==> src/rtl/cfg_wr_bank_pkg.sv <==
package cfg_wr_bank_pkg;
   // Slot select field width: fixed by the bus address split.
   localparam int SLOT_W = 3;
   localparam int NSLOT  = 1 << SLOT_W;
   // Slot offsets decoded by software drivers; kept stable.
   localparam logic [SLOT_W-1:0] SLOT_RD_ADDR = 3'd0;
   localparam logic [SLOT_W-1:0] SLOT_RD_LEN  = 3'd1;
endpackage

==> src/rtl/cfg_wr_decode.sv <==
module cfg_wr_decode
   import cfg_wr_bank_pkg::*;
#(
   parameter int ADDR_W = 10,
   parameter logic [ADDR_W-SLOT_W-1:0] BASE = '0
) (
   input  logic              wr_stb,
   input  logic [ADDR_W-1:0] addr,
   output logic [NSLOT-1:0]  slot_we
);
   localparam int BASE_W = ADDR_W - SLOT_W;

   logic hit;
   assign hit = wr_stb && (addr[ADDR_W-1 -: BASE_W] == BASE);

   for (genvar s = 0; s < NSLOT; s++) begin : g_slot
      assign slot_we[s] = hit && (addr[SLOT_W-1:0] == SLOT_W'(s));
   end

   always_comb begin
      a_r2_onehot_select : assert ($onehot0(slot_we));
   end
endmodule

==> src/rtl/cfg_wr_field.sv <==
module cfg_wr_field #(
   parameter int DATA_W = 32,
   parameter int W      = 16
) (
   input  logic              clk,
   input  logic              rst,
   input  logic              we,
   input  logic [DATA_W-1:0] wdata,
   output logic [W-1:0]      q
);
   if (W < 1 || W > DATA_W) begin : g_bad_w
      $error("cfg_wr_field: W must lie in 1..DATA_W");
   end

   always_ff @(posedge clk) begin
      if (rst)     q <= '0;
      else if (we) q <= wdata[DATA_W-1 -: W];
   end

   a_r3_r4_capture_msb : assert property (@(posedge clk) disable iff (rst)
      we |=> (q == $past(wdata[DATA_W-1 -: W])));
   a_r1_hold_unwritten : assert property (@(posedge clk) disable iff (rst)
      !we |=> $stable(q));
endmodule

==> src/rtl/cfg_wr_reqflag.sv <==
module cfg_wr_reqflag (
   input  logic clk,
   input  logic rst,
   input  logic set,
   input  logic clr,
   output logic req
);
   always_ff @(posedge clk) begin
      if (rst || clr) req <= 1'b0;
      else if (set)   req <= 1'b1;
   end

   a_r6_clear_wins : assert property (@(posedge clk) disable iff (rst)
      clr |=> !req);
   a_r5_set_raises : assert property (@(posedge clk) disable iff (rst)
      (set && !clr) |=> req);
   a_r7_holds : assert property (@(posedge clk) disable iff (rst)
      (!set && !clr) |=> $stable(req));
endmodule

==> src/rtl/cfg_wr_bank.sv <==
module cfg_wr_bank
   import cfg_wr_bank_pkg::*;
#(
   parameter int ADDR_W  = 10,
   parameter int DATA_W  = 32,
   parameter int RADDR_W = 24,
   parameter int RLEN_W  = 16,
   parameter logic [ADDR_W-SLOT_W-1:0] BASE = 7'h2A
) (
   input  logic               clk,
   input  logic               rst,
   input  logic               wr_stb,
   input  logic [ADDR_W-1:0]  addr,
   input  logic [DATA_W-1:0]  wdata,
   input  logic               rd_req_clr,
   output logic [RADDR_W-1:0] rd_addr_q,
   output logic [RLEN_W-1:0]  rd_len_q,
   output logic               rd_req
);
   if (ADDR_W <= SLOT_W) begin : g_bad_addr
      $error("cfg_wr_bank: ADDR_W must exceed the slot field width");
   end
   if (SLOT_RD_ADDR == SLOT_RD_LEN) begin : g_bad_slots
      $error("cfg_wr_bank: slot offsets must differ");
   end

   logic [NSLOT-1:0] slot_we;

   cfg_wr_decode #(.ADDR_W(ADDR_W), .BASE(BASE)) u_dec (
      .wr_stb (wr_stb),
      .addr   (addr),
      .slot_we(slot_we)
   );

   cfg_wr_field #(.DATA_W(DATA_W), .W(RADDR_W)) u_rd_addr (
      .clk  (clk),
      .rst  (rst),
      .we   (slot_we[SLOT_RD_ADDR]),
      .wdata(wdata),
      .q    (rd_addr_q)
   );

   cfg_wr_field #(.DATA_W(DATA_W), .W(RLEN_W)) u_rd_len (
      .clk  (clk),
      .rst  (rst),
      .we   (slot_we[SLOT_RD_LEN]),
      .wdata(wdata),
      .q    (rd_len_q)
   );

   cfg_wr_reqflag u_rd_req (
      .clk(clk),
      .rst(rst),
      .set(slot_we[SLOT_RD_LEN]),
      .clr(rd_req_clr),
      .req(rd_req)
   );

   a_r8_reset_clears : assert property (@(posedge clk)
      rst |=> (rd_addr_q == '0 && rd_len_q == '0 && !rd_req));
   a_r1_miss_no_change : assert property (@(posedge clk) disable iff (rst)
      (!wr_stb || addr[ADDR_W-1 -: ADDR_W-SLOT_W] != BASE)
      |=> ($stable(rd_addr_q) && $stable(rd_len_q)));
   a_r1_miss_no_set : assert property (@(posedge clk) disable iff (rst)
      (!wr_stb || addr[ADDR_W-1 -: ADDR_W-SLOT_W] != BASE) |=> !$rose(rd_req));
endmodule

==> config.mk <==
export PLATFORM = sky130hd
export DESIGN_NAME = cfg_wr_bank
export DESIGN_NICKNAME = d
export VERILOG_FILES = /design/src/rtl/cfg_wr_bank_pkg.sv /design/src/rtl/cfg_wr_decode.sv /design/src/rtl/cfg_wr_field.sv /design/src/rtl/cfg_wr_reqflag.sv /design/src/rtl/cfg_wr_bank.sv
export SDC_FILE = /design/constraint.sdc
export NUM_CORES = 1
export LEC_CHECK = 0
export CAP_MARGIN = 10
export CORE_ASPECT_RATIO = 0.6
export CORE_MARGIN = 1.5
export CORE_UTILIZATION = 30
export CTS_CLUSTER_SIZE = 8
export DETAILED_ROUTE_END_ITERATION = 7
export PLACE_DENSITY = 0.63
export SKIP_CTS_REPAIR_TIMING = 1
export SYNTH_ARGS = -nofsm -noshare
export SYNTH_HDL_FRONTEND = slang
export SYNTH_SLANG_ARGS = --single-unit
export TNS_END_PERCENT = 10
==> constraint.sdc <==
create_clock -name clk -period 1.3 [get_ports clk]
set_clock_uncertainty 0.05 [all_clocks]
set_input_delay 0.13 -clock clk [delete_from_list [all_inputs] [get_ports clk]]
set_output_delay 0.13 -clock clk [all_outputs]
set_load 0.01 [all_outputs]
==> results of run 1 <==
## metal layers
metal / vias up / wire length (um) / share of wire, %
met2: 57 / 1610 / 40
met4: 0 / 40 / 1.0
met5: - / 0 / 0
met1: 614 / 1970 / 49
met3: 7 / 395 / 9.9
li1: 692 / - / -
## stage by stage
stage / setup TNS (ns) / worst slack [ns]
final: -0.709 / -0.0432
after global routing: -1.44 / -0.0849
after CTS: -3.19 / -0.109
after detailed placement: -10.78 / -0.321
after global placement: -9.62 / -0.276
after floorplan: 0 / 0.171
## placed cells by master (no fill, tap or decap), drive strengths merged
cell type / n
nand2b: 64
dlymetal6s2s: 41
dfxtp: 41
mux2i: 40
clkdlybuf4s50: 37
clkbuf: 7
buf: 7
and4bb: 2
nor2: 1
nand4b: 1
nand4: 1
inv: 1
a211oi: 1
bufinv: 1
## state kept, by name, indices dropped and copies added (netlist names)
name          flops
u_rd_addr.q      24
u_rd_len.q       16
u_rd_req.req      1
## area by class of cell
cell class,instances,share of cell area (%)
Clock inverter,1,1.04
Inverter,1,0.130
Tap cell,80,3.47
Sequential cell,41,28.5
Multi-Input combinational cell,110,30.1
Clock buffer,7,3.00
Timing Repair Buffer,85,33.8
## logic make-up (layout without fill, tap and decap cells)
| kind of cell | count (synthesis) | after routing |
|---|---|---|
| buf+inv | 12 | 94 |
| mux | 40 | 40 |
| compound gates | 1 | 1 |
| simple gates | 69 | 69 |
| flops | 41 | 41 |
## power by group through the flow
stage               combinational (W)  sequential (W)  clock [W]
floorplan                   0.0000756         0.00129          0
global placement             0.000213         0.00128          0
detailed placement           0.000212         0.00128          0
CTS                          0.000214         0.00125    0.00109
global route                 0.000227         0.00126    0.00116
finish                       0.000211         0.00126    0.00105
## final timing paths
path              slack, ns                      start                     endpoint
setup / recovery      -0.04                    addr[3]  u_rd_addr.q[9]$_SDFFE_PP0P_
hold / removal         0.33                 rd_req_clr    u_rd_req.req$_SDFFE_PP0P_
setup reg to reg       0.62  u_rd_req.req$_SDFFE_PP0P_    u_rd_req.req$_SDFFE_PP0P_
hold reg to reg        0.40  u_rd_req.req$_SDFFE_PP0P_    u_rd_req.req$_SDFFE_PP0P_
## worst max-delay path: stages
cell	delay, ns
sky130_fd_sc_hd__clkdlybuf4s50_1	0.40
sky130_fd_sc_hd__and4bb_1	0.35
sky130_fd_sc_hd__nand4b_1	0.20
sky130_fd_sc_hd__buf_12	0.23
sky130_fd_sc_hd__mux2i_1	0.13
==> metrics.txt, run 1 <==
# TYPE chip_impl_metric gauge
chip_impl_info{name="outcome",value="finished, violations left"} 1
chip_impl_info{name="violations",value="negative setup slack"} 1
chip_impl_metric{name="design.final.nets",unit=""} 290
chip_impl_metric{name="final_slew_viol_count",unit=""} 0
chip_impl_metric{name="final.period_utilization",unit="%"} 103
chip_impl_info{name="startpoint_class_of_the_critical_path",value="input pin"} 1
chip_impl_metric{name="placement_rows",unit=""} 21
chip_impl_metric{name="syn-cell-area",unit="mm2"} 0.00178
chip_impl_metric{name="synth_adder_area_share",unit="%"} 0
chip_impl_metric{name="clock_power_share",unit="%"} 41.7
chip_impl_metric{name="place_inst",unit=""} 317
chip_impl_metric{name="area.sequential",unit="um2"} 821
chip_impl_metric{name="port_buffers",unit=""} 78
chip_impl_info{name="path_class",value="in2reg"} 1
chip_impl_metric{name="grt.met2_usage",unit="%"} 18.5
chip_impl_metric{name="drt_wl_total",unit="um"} 4010
chip_impl_metric{name="total_power",unit="W"} 0.00251
chip_impl_metric{name="starting_utilization_of_the_core_area",unit="%"} 31.5
chip_impl_metric{name="yosysSeqAreaShare",unit="%"} 46.1
chip_impl_metric{name="cts-htree-levels",unit=""} 2
chip_impl_metric{name="placement.cell_area",unit="mm2"} 0.00266
chip_impl_metric{name="core_area",unit="mm2"} 0.00565
chip_impl_metric{name="final_cells",unit=""} 325
chip_impl_metric{name="arrival",unit="ns"} 1.46
chip_impl_metric{name="area_growth",unit="%"} 61.8
chip_impl_metric{name="internal_power",unit="W"} 0.00203
chip_impl_info{name="tritoncts_clock_tree",value="done"} 1
chip_impl_metric{name="power.density_cell_area",unit="mW/mm2"} 872
chip_impl_metric{name="switching_share",unit="%"} 19.1
chip_impl_metric{name="synth-seq-cells",unit=""} 41
chip_impl_metric{name="synthesis.nets",unit=""} 209
chip_impl_metric{name="ctsLongestPathBuffers",unit=""} 2
chip_impl_info{name="grt_most_used_layer",value="met2"} 1
chip_impl_metric{name="timing.final.hold_violations",unit=""} 0
chip_impl_info{name="cts_root_buf",value="sky130_fd_sc_hd__clkbuf_8"} 1
chip_impl_metric{name="clock-sinks",unit=""} 41
chip_impl_metric{name="r2r.worst_path.cells",unit=""} 2
chip_impl_metric{name="simple_gate_fraction_of_synth_area",unit="%"} 25.8
chip_impl_info{name="synth.largest_area_cell",value="sky130_fd_sc_hd__dfxtp_1"} 1
chip_impl_metric{name="ios",unit=""} 87
chip_impl_metric{name="initialDrtViolationCount",unit=""} 31
chip_impl_metric{name="proportion_of_netlist_area_held_by_the_largest_area_contributor",unit="%"} 46.1
chip_impl_metric{name="postSynthAreaPerCell",unit="um2"} 10.9
chip_impl_info{name="grt_setup_unrepaired",value="yes"} 1
chip_impl_metric{name="synthCells",unit=""} 163
chip_impl_metric{name="die-width",unit="um"} 102
chip_impl_info{name="endpoint_kind",value="flip-flop"} 1
chip_impl_metric{name="met3_usage",unit="%"} 5.59
chip_impl_metric{name="die_area",unit="mm2"} 0.00642
chip_impl_metric{name="post_drt_antenna_nets",unit=""} 0
chip_impl_metric{name="power.sequential.fraction",unit="%"} 50.0
chip_impl_metric{name="compound_gate_portion_of_the_synthesized_area",unit="%"} 0.422
chip_impl_metric{name="place.detailed.hpwl",unit="um"} 2860
chip_impl_metric{name="holdPathStages",unit=""} 2
chip_impl_metric{name="finalWorstPathRequiredPeriod",unit="ns"} 1.34
chip_impl_metric{name="yosys.cell_types.count",unit=""} 13
chip_impl_metric{name="clkSlewWorstSetupHoldPaths",unit="ns"} 0.08
chip_impl_metric{name="clk_latency",unit="ns"} 0.28
chip_impl_metric{name="grt_usage",unit="%"} 12.8
chip_impl_metric{name="worst_hold_slack",unit="ns"} 0.335
chip_impl_metric{name="viasPerCell",unit=""} 4.22
chip_impl_info{name="yosys-top-cells-count",value="sky130_fd_sc_hd__nand2b_1, sky130_fd_sc_hd__dfxtp_1, sky130_fd_sc_hd__mux2i_1, sky130_fd_sc_hd__clkbuf_1"} 1
chip_impl_metric{name="post_route_cells_drive_above_1_share",unit="%"} 6.53
chip_impl_metric{name="relSlewSlack",unit="%"} 87.4
chip_impl_metric{name="max-cap-violations",unit=""} 0
chip_impl_metric{name="multi_input_area",unit="um2"} 867
chip_impl_metric{name="drc",unit=""} 0
chip_impl_metric{name="timing_worst_slew_pin_value",unit="ns"} 0.188
chip_impl_metric{name="groute.layer.met1.usage",unit="%"} 17.0
chip_impl_info{name="ys_dominant_reg_cell",value="sky130_fd_sc_hd__dfxtp_1"} 1
chip_impl_metric{name="grt-ovfl-total",unit=""} 0
chip_impl_metric{name="route.vias.total",unit=""} 1370
chip_impl_metric{name="final_critical_path_setup_slack",unit="ns"} -0.0432
chip_impl_metric{name="wire_per_inst",unit="um"} 12.3
chip_impl_metric{name="final_util",unit="%"} 51.0
chip_impl_metric{name="synth_async_sr_flop_share",unit="%"} 0
chip_impl_metric{name="worst_ep_required_time",unit="ns"} 1.42
chip_impl_metric{name="path_max_fanout",unit=""} 24
chip_impl_metric{name="first_pass_iters",unit=""} 4
chip_impl_metric{name="via_count_of_the_first_global_routing_pass",unit=""} 1327
chip_impl_metric{name="p_leak",unit="nW"} 2.02
chip_impl_metric{name="combinationalPowerShare",unit="%"} 8.4
chip_impl_metric{name="num_antenna_cells",unit=""} 0
chip_impl_metric{name="post_synth_xor_area_fraction",unit="%"} 0
chip_impl_info{name="yosysMostFrequentCell",value="sky130_fd_sc_hd__nand2b_1"} 1
chip_impl_metric{name="fillCellCount",unit=""} 519
chip_impl_metric{name="pin_count_of_the_biggest_net_entering_global_routing",unit=""} 39
chip_impl_metric{name="number_of_flops_mapped_to_enable_cells_by_yosys",unit=""} 0
chip_impl_metric{name="yosys_warnings",unit=""} 0
chip_impl_metric{name="finish.instance_area",unit="mm2"} 0.00288
chip_impl_metric{name="cts_buffers",unit=""} 5
chip_impl_info{name="worst_hold_path_type",value="in2reg"} 1
chip_impl_metric{name="grt_antenna_before_repair",unit=""} 0
chip_impl_metric{name="maximum_vdd_drop",unit="mV"} 0.514
chip_impl_metric{name="max_freq",unit="GHz"} 0.744
chip_impl_info{name="synth_top_family_by_area",value="simple AND/OR/NAND/NOR gates"} 1
chip_impl_metric{name="first_pass_grt_wire_length",unit="um"} 6310
chip_impl_info{name="synth_area_leaders",value="sky130_fd_sc_hd__dfxtp_1, sky130_fd_sc_hd__mux2i_1, sky130_fd_sc_hd__nand2b_1"} 1
chip_impl_metric{name="total_switching_power",unit="W"} 0.000481
chip_impl_metric{name="synth_mux_area_share",unit="%"} 22.5
chip_impl_metric{name="die-height",unit="um"} 62.7
chip_impl_metric{name="setup_violations",unit=""} 24
chip_impl_metric{name="place.gp.congestion",unit=""} 0.674
Power figures use the tool's default switching activity.
==> run 2: changes to the inputs <==
Settings changed: SKIP_CTS_REPAIR_TIMING 1 to unset.
==> metrics.txt, run 2 (same netlist as run 1, synthesis figures left out) <==
# TYPE chip_impl_metric gauge
chip_impl_metric{name="place.gp.congestion",unit=""} 0.674
chip_impl_metric{name="final_critical_path_setup_slack",unit="ns"} -0.00270
chip_impl_metric{name="max-cap-violations",unit=""} 0
chip_impl_metric{name="worst_ep_required_time",unit="ns"} 1.43
chip_impl_metric{name="grt.met2_usage",unit="%"} 18.8
chip_impl_metric{name="first_pass_iters",unit=""} 4
chip_impl_metric{name="timing.final.hold_violations",unit=""} 0
chip_impl_metric{name="timing_worst_slew_pin_value",unit="ns"} 0.179
chip_impl_metric{name="viasPerCell",unit=""} 4.22
chip_impl_metric{name="place.detailed.hpwl",unit="um"} 2860
chip_impl_metric{name="met3_usage",unit="%"} 5.59
chip_impl_metric{name="via_count_of_the_first_global_routing_pass",unit=""} 1337
chip_impl_metric{name="design.final.nets",unit=""} 294
chip_impl_metric{name="post_route_cells_drive_above_1_share",unit="%"} 8.43
chip_impl_metric{name="maximum_vdd_drop",unit="mV"} 0.524
chip_impl_metric{name="cts-htree-levels",unit=""} 2
chip_impl_metric{name="p_leak",unit="nW"} 1.53
chip_impl_metric{name="fillCellCount",unit=""} 550
chip_impl_metric{name="groute.layer.met1.usage",unit="%"} 17.0
chip_impl_metric{name="route.vias.total",unit=""} 1388
chip_impl_metric{name="core_area",unit="mm2"} 0.00565
chip_impl_info{name="outcome",value="finished, violations left"} 1
chip_impl_info{name="endpoint_kind",value="flip-flop"} 1
chip_impl_info{name="largest-register",value="u_rd_addr.q"} 1
chip_impl_metric{name="die_area",unit="mm2"} 0.00642
chip_impl_metric{name="arrival",unit="ns"} 1.43
chip_impl_metric{name="final_util",unit="%"} 49.8
chip_impl_metric{name="setup.reg_to_reg.worst_slack",unit="ns"} 0.63
chip_impl_info{name="startpoint_class_of_the_critical_path",value="input pin"} 1
chip_impl_metric{name="final.period_utilization",unit="%"} 100
chip_impl_metric{name="cts_buffers",unit=""} 5
chip_impl_metric{name="drc",unit=""} 0
chip_impl_metric{name="first_pass_grt_wire_length",unit="um"} 6340
chip_impl_info{name="rr_startpoint",value="u_rd_len.q[5]$_SDFFE_PP0P_"} 1
chip_impl_metric{name="finalWorstPathRequiredPeriod",unit="ns"} 1.30
chip_impl_metric{name="max_freq",unit="GHz"} 0.768
chip_impl_metric{name="grt_usage",unit="%"} 12.9
chip_impl_info{name="grt_most_used_layer",value="met2"} 1
chip_impl_info{name="final_cell_mix",value="sky130_fd_sc_hd__nand2b_1, sky130_fd_sc_hd__dlygate4sd2_1, sky130_fd_sc_hd__dfxtp_1"} 1
chip_impl_info{name="cts_root_buf",value="sky130_fd_sc_hd__clkbuf_8"} 1
chip_impl_info{name="crit_path_end",value="u_rd_addr.q[12]$_SDFFE_PP0P_"} 1
chip_impl_metric{name="port_buffers",unit=""} 78
chip_impl_info{name="path_class",value="in2reg"} 1
chip_impl_info{name="worst_hold_path_type",value="in2reg"} 1
chip_impl_metric{name="drt_wl_total",unit="um"} 4220
chip_impl_metric{name="initialDrtViolationCount",unit=""} 24
chip_impl_metric{name="clk_latency",unit="ns"} 0.29
chip_impl_metric{name="wire_per_inst",unit="um"} 12.8
chip_impl_info{name="violations",value="negative setup slack"} 1
chip_impl_info{name="setup.worst_path.start",value="addr[4]"} 1
chip_impl_metric{name="power.density_cell_area",unit="mW/mm2"} 891
chip_impl_metric{name="post_drt_antenna_nets",unit=""} 0
chip_impl_metric{name="ios",unit=""} 87
chip_impl_metric{name="setup_violations",unit=""} 1
chip_impl_metric{name="ctsLongestPathBuffers",unit=""} 2
chip_impl_metric{name="placement_rows",unit=""} 21
chip_impl_metric{name="number_of_flip_flops_under_the_largest_register_name",unit=""} 24
chip_impl_info{name="tritoncts_clock_tree",value="done"} 1
chip_impl_metric{name="multi_input_area",unit="um2"} 867
chip_impl_metric{name="clkSlewWorstSetupHoldPaths",unit="ns"} 0.08
chip_impl_metric{name="num_antenna_cells",unit=""} 0
chip_impl_info{name="layout.cells.most_common",value="sky130_fd_sc_hd__nand2b_1"} 1
chip_impl_metric{name="starting_utilization_of_the_core_area",unit="%"} 31.5
chip_impl_metric{name="relSlewSlack",unit="%"} 88.1
chip_impl_metric{name="die-height",unit="um"} 62.7
chip_impl_metric{name="clock-sinks",unit=""} 41
chip_impl_metric{name="hold_buf_count_cts",unit=""} 0
chip_impl_metric{name="grt_antenna_before_repair",unit=""} 0
chip_impl_metric{name="die-width",unit="um"} 102
chip_impl_metric{name="pin_count_of_the_biggest_net_entering_global_routing",unit=""} 39
chip_impl_metric{name="path_max_fanout",unit=""} 6
chip_impl_metric{name="r2r.worst_path.cells",unit=""} 2
chip_impl_metric{name="grt-ovfl-total",unit=""} 0
chip_impl_info{name="registers_with_the_highest_flip_flop_counts",value="u_rd_addr.q: 24 flops, u_rd_len.q: 16 flops, u_rd_req.req: 1 flops"} 1
chip_impl_metric{name="area.sequential",unit="um2"} 821
chip_impl_metric{name="final_slew_viol_count",unit=""} 0
chip_impl_metric{name="total_power",unit="W"} 0.00250
chip_impl_metric{name="area_growth",unit="%"} 57.9
chip_impl_info{name="timing.rr.end",value="u_rd_len.q[5]$_SDFFE_PP0P_"} 1
## run 2: changes by cell type in the layout (fill, tap and decap cells not counted)
cell and change:
sky130_fd_sc_hd__clkbuf_16 +2, sky130_fd_sc_hd__and4bb_1 -1, sky130_fd_sc_hd__clkdlybuf4s50_1 -6, sky130_fd_sc_hd__buf_6 +1, sky130_fd_sc_hd__dlymetal6s2s_1 -37, sky130_fd_sc_hd__buf_8 +1, sky130_fd_sc_hd__dlygate4sd2_1 +43, sky130_fd_sc_hd__and4bb_2 +1
## run 2: worst min-delay path by stage
stage                     cells after the start                         to                 startpoint  slack (ns)
after floorplan                               1  u_rd_req.req$_SDFFE_PP0P_                 rd_req_clr        0.15
after global placement                        2  u_rd_req.req$_SDFFE_PP0P_  u_rd_req.req$_SDFFE_PP0P_        0.39
after detailed placement                      2  u_rd_req.req$_SDFFE_PP0P_  u_rd_req.req$_SDFFE_PP0P_        0.39
after CTS                                     2  u_rd_req.req$_SDFFE_PP0P_                 rd_req_clr        0.32
after global routing                          2  u_rd_req.req$_SDFFE_PP0P_                 rd_req_clr        0.32
final                                         2  u_rd_req.req$_SDFFE_PP0P_                 rd_req_clr        0.33
## run 2: area by class of cell
type | instances | area share (%)
multi-input combinational | 110 | 30.8
sequential | 41 | 29.2
tap | 80 | 3.56
timing repair buffer | 89 | 32.1
inverter | 1 | 0.134
clock inverter | 1 | 1.07
clock buffer | 7 | 3.07
## run 2: through the flow
step                       TNS (ns)  hold WS, ns  worst slack, ns  cells  instance area, um2
after CTS                 -0.000399        0.320        -0.000399    325                2730
after floorplan                   0        0.153            0.171    163                1780
after global routing         -0.265        0.321          -0.0271    329                2810
after global placement        -9.62        0.390           -0.276    317                2660
after detailed placement     -10.78        0.391           -0.321    317                2660
final                      -0.00270        0.330         -0.00270    329                2810
## run 2: worst max-delay path: stages
cell and delay [ns]:
sky130_fd_sc_hd__clkdlybuf4s50_1 0.45, sky130_fd_sc_hd__and4bb_2 0.28, sky130_fd_sc_hd__nand4b_1 0.13, sky130_fd_sc_hd__buf_6 0.17
sky130_fd_sc_hd__clkbuf_16 0.17, sky130_fd_sc_hd__mux2i_1 0.11
## run 2: report_power, final
part / total, W / internal, W / switching [W]
sequential: 0.00126 / 0.00125 / 0.000000226
combinational: 0.000206 / 0.000147 / 0.0000596
clock: 0.00104 / 0.000626 / 0.000417
## run 2: metal layers
layer | routed length, um | up-vias | share of wire (%)
li1 | - | 702 | -
met1 | 2100 | 622 | 50
met2 | 1690 | 57 | 40
met3 | 384 | 7 | 9.1
met4 | 40 | 0 | 0.95
met5 | 0 | - | 0
## run 2: timing repair
item                                    in CTS  in global routing
cloned                                       0                  3
pin swaps                                    1                  2
resized for setup                           44                  6
endpoints found under the setup margin      65                 24
setup buffers                                0                  1
==> run 3: changes to the inputs <==
Settings changed: CELL_PAD_IN_SITES_DETAIL_PLACEMENT set to 0, CELL_PAD_IN_SITES_GLOBAL_PLACEMENT set to 1, CORE_UTILIZATION 30 to 29, GPL_ROUTABILITY_DRIVEN set to 0, PLACE_DENSITY 0.63 to 0.79.
==> metrics.txt, run 3 (same netlist as run 1, synthesis figures left out) <==
# TYPE chip_impl_metric gauge
chip_impl_metric{name="clock-sinks",unit=""} 41
chip_impl_metric{name="final_util",unit="%"} 49.1
chip_impl_metric{name="timing.critical_path.slowest_cell_delay",unit="ns"} 0.41
chip_impl_metric{name="ios",unit=""} 87
chip_impl_info{name="registers_with_the_highest_flip_flop_counts",value="u_rd_addr.q: 24 flops, u_rd_len.q: 16 flops, u_rd_req.req: 1 flops"} 1
chip_impl_info{name="min_delay_worst_endpoint",value="u_rd_req.req$_SDFFE_PP0P_"} 1
chip_impl_info{name="hp-start",value="rd_req_clr"} 1
chip_impl_metric{name="port_buffers",unit=""} 78
chip_impl_metric{name="hold_buf_count_cts",unit=""} 0
chip_impl_metric{name="core_area",unit="mm2"} 0.00575
chip_impl_metric{name="via_count_of_the_first_global_routing_pass",unit=""} 1366
chip_impl_metric{name="ctsLongestPathBuffers",unit=""} 2
chip_impl_metric{name="relSlewSlack",unit="%"} 86.6
chip_impl_info{name="final_cell_mix",value="sky130_fd_sc_hd__nand2b_1, sky130_fd_sc_hd__dlygate4sd2_1, sky130_fd_sc_hd__dfxtp_1"} 1
chip_impl_metric{name="max_freq",unit="GHz"} 0.823
chip_impl_metric{name="post_drt_antenna_nets",unit=""} 0
chip_impl_metric{name="finish.instance_area",unit="mm2"} 0.00283
chip_impl_info{name="rr_startpoint",value="u_rd_addr.q[18]$_SDFFE_PP0P_"} 1
chip_impl_metric{name="final_slew_viol_count",unit=""} 0
chip_impl_metric{name="total_power",unit="W"} 0.00254
chip_impl_metric{name="arrival",unit="ns"} 1.34
chip_impl_metric{name="area_growth",unit="%"} 58.8
chip_impl_info{name="path_class",value="in2reg"} 1
chip_impl_metric{name="grt-ovfl-total",unit=""} 0
chip_impl_metric{name="timing_worst_slew_pin_value",unit="ns"} 0.201
chip_impl_metric{name="die-width",unit="um"} 104
chip_impl_metric{name="drt_wl_total",unit="um"} 4370
chip_impl_metric{name="setup_violations",unit=""} 0
chip_impl_info{name="layout.cells.most_common",value="sky130_fd_sc_hd__nand2b_1"} 1
chip_impl_metric{name="drc",unit=""} 0
chip_impl_metric{name="setup.reg_to_reg.worst_slack",unit="ns"} 0.59
chip_impl_metric{name="post_route_cells_drive_above_1_share",unit="%"} 8.91
chip_impl_info{name="worst_hold_path_type",value="in2reg"} 1
chip_impl_metric{name="cts_buffers",unit=""} 5
chip_impl_info{name="startpoint_class_of_the_critical_path",value="input pin"} 1
chip_impl_metric{name="first_pass_iters",unit=""} 6
chip_impl_metric{name="p_leak",unit="nW"} 1.55
chip_impl_metric{name="cts-htree-levels",unit=""} 2
chip_impl_metric{name="grt_antenna_before_repair",unit=""} 0
chip_impl_info{name="cts_root_buf",value="sky130_fd_sc_hd__clkbuf_8"} 1
chip_impl_metric{name="num_antenna_cells",unit=""} 0
chip_impl_metric{name="place_inst",unit=""} 315
chip_impl_metric{name="timing.final.hold_violations",unit=""} 0
chip_impl_metric{name="grt_usage",unit="%"} 12.8
chip_impl_info{name="grt_setup_unrepaired",value="no"} 1
chip_impl_metric{name="design.final.nets",unit=""} 292
chip_impl_info{name="outcome",value="finished clean"} 1
chip_impl_metric{name="worst_ep_required_time",unit="ns"} 1.43
chip_impl_metric{name="place.detailed.hpwl",unit="um"} 2930
chip_impl_metric{name="final.period_utilization",unit="%"} 93.4
chip_impl_info{name="crit_path_max_delay_cell_type",value="sky130_fd_sc_hd__clkdlybuf4s50_1"} 1
chip_impl_metric{name="holdPathStages",unit=""} 2
chip_impl_info{name="endpoint_kind",value="flip-flop"} 1
chip_impl_metric{name="route.vias.total",unit=""} 1383
chip_impl_info{name="critical_path.cell_chain",value="clkdlybuf4s50_1 -> nor2_2 -> nand4b_1 -> buf_6 -> buf_12 -> mux2i_2"} 1
chip_impl_metric{name="pin_count_of_the_biggest_net_entering_global_routing",unit=""} 36
chip_impl_metric{name="starting_utilization_of_the_core_area",unit="%"} 30.9
chip_impl_metric{name="first_pass_grt_wire_length",unit="um"} 6650
chip_impl_metric{name="initialDrtViolationCount",unit=""} 32
chip_impl_metric{name="placement_rows",unit=""} 21
chip_impl_metric{name="worst_hold_slack",unit="ns"} 0.346
chip_impl_metric{name="placement.cell_area",unit="mm2"} 0.00266
chip_impl_info{name="tritoncts_clock_tree",value="done"} 1
chip_impl_metric{name="die_area",unit="mm2"} 0.00663
chip_impl_metric{name="wire_per_inst",unit="um"} 13.4
chip_impl_info{name="timing.rr.end",value="u_rd_addr.q[18]$_SDFFE_PP0P_"} 1
chip_impl_metric{name="path_max_fanout",unit=""} 6
chip_impl_metric{name="clk_latency",unit="ns"} 0.28
chip_impl_metric{name="finalWorstPathRequiredPeriod",unit="ns"} 1.21
chip_impl_info{name="largest-register",value="u_rd_addr.q"} 1
chip_impl_metric{name="die-height",unit="um"} 63.7
chip_impl_metric{name="r2r.worst_path.cells",unit=""} 2
chip_impl_metric{name="maximum_vdd_drop",unit="mV"} 0.413
chip_impl_metric{name="viasPerCell",unit=""} 4.23
chip_impl_metric{name="clkSlewWorstSetupHoldPaths",unit="ns"} 0.08
chip_impl_metric{name="final_cells",unit=""} 327
chip_impl_metric{name="fillCellCount",unit=""} 549
chip_impl_metric{name="max-cap-violations",unit=""} 0
chip_impl_metric{name="number_of_flip_flops_under_the_largest_register_name",unit=""} 24
chip_impl_metric{name="power.density_cell_area",unit="mW/mm2"} 897
-- run 3: worst max path at each step --
stage	from	endpoint	cells after the start
2_1_floorplan	addr[3]	u_rd_addr.q[0]$_SDFFE_PP0P_	5
3_3_place_gp	addr[3]	u_rd_addr.q[4]$_SDFFE_PP0P_	5
3_5_place_dp	addr[3]	u_rd_addr.q[18]$_SDFFE_PP0P_	5
4_1_cts	addr[3]	u_rd_addr.q[17]$_SDFFE_PP0P_	5
5_1_grt	addr[1]	u_rd_addr.q[18]$_SDFFE_PP0P_	6
6_report	addr[1]	u_rd_addr.q[18]$_SDFFE_PP0P_	6
-- run 3: per-stage QoR --
stage / setup TNS (ns) / setup slack (ns)
detailed placement: -9.74 / -0.283
global placement: -9.48 / -0.267
finish: 0 / 0.0854
global route: 0 / 0.0427
CTS: 0 / 0.0222
floorplan: 0 / 0.171
-- run 3: power by group --
group / leakage (nW) / switching (W) / internal (W)
sequential: 0.330 / 0.000000227 / 0.00125
combinational: 1.16 / 0.0000617 / 0.000148
clock: 0.0574 / 0.000446 / 0.000625
total: 1.55 / 0.000508 / 0.00203
-- run 3: critical path: cells and delay by family --
family,cells,cell delay [ns]
buf+inv,3,0.72
simple gates,2,0.34
mux,1,0.14
-- run 3: final cells by class --
class	instances	area (um2)	area share [%]
Multi-Input combinational cell	110	873	30.9
Tap cell	80	100	3.54
Clock inverter	2	37.5	1.33
Timing Repair Buffer	87	910	32.2
Clock buffer	6	82.6	2.92
Inverter	1	3.75	0.133
Sequential cell	41	821	29.0
-- run 3: per-layer routing --
layer  track usage (%)  part of all wire (%)  vias to the layer above
li1                  -                     -                      698
met5                 0                     0                        -
met2              18.4                    40                       54
met3              7.35                    10                        5
met1              16.1                    49                      626
met4              3.65                  0.66                        0
-- run 3: repair_timing --
action / CTS / global route
resized for setup: 41 / 12
setup buffers: 0 / 1
pin swaps: 0 / 3
setup endpoints to repair: 41 / 25
cloned: 0 / 3
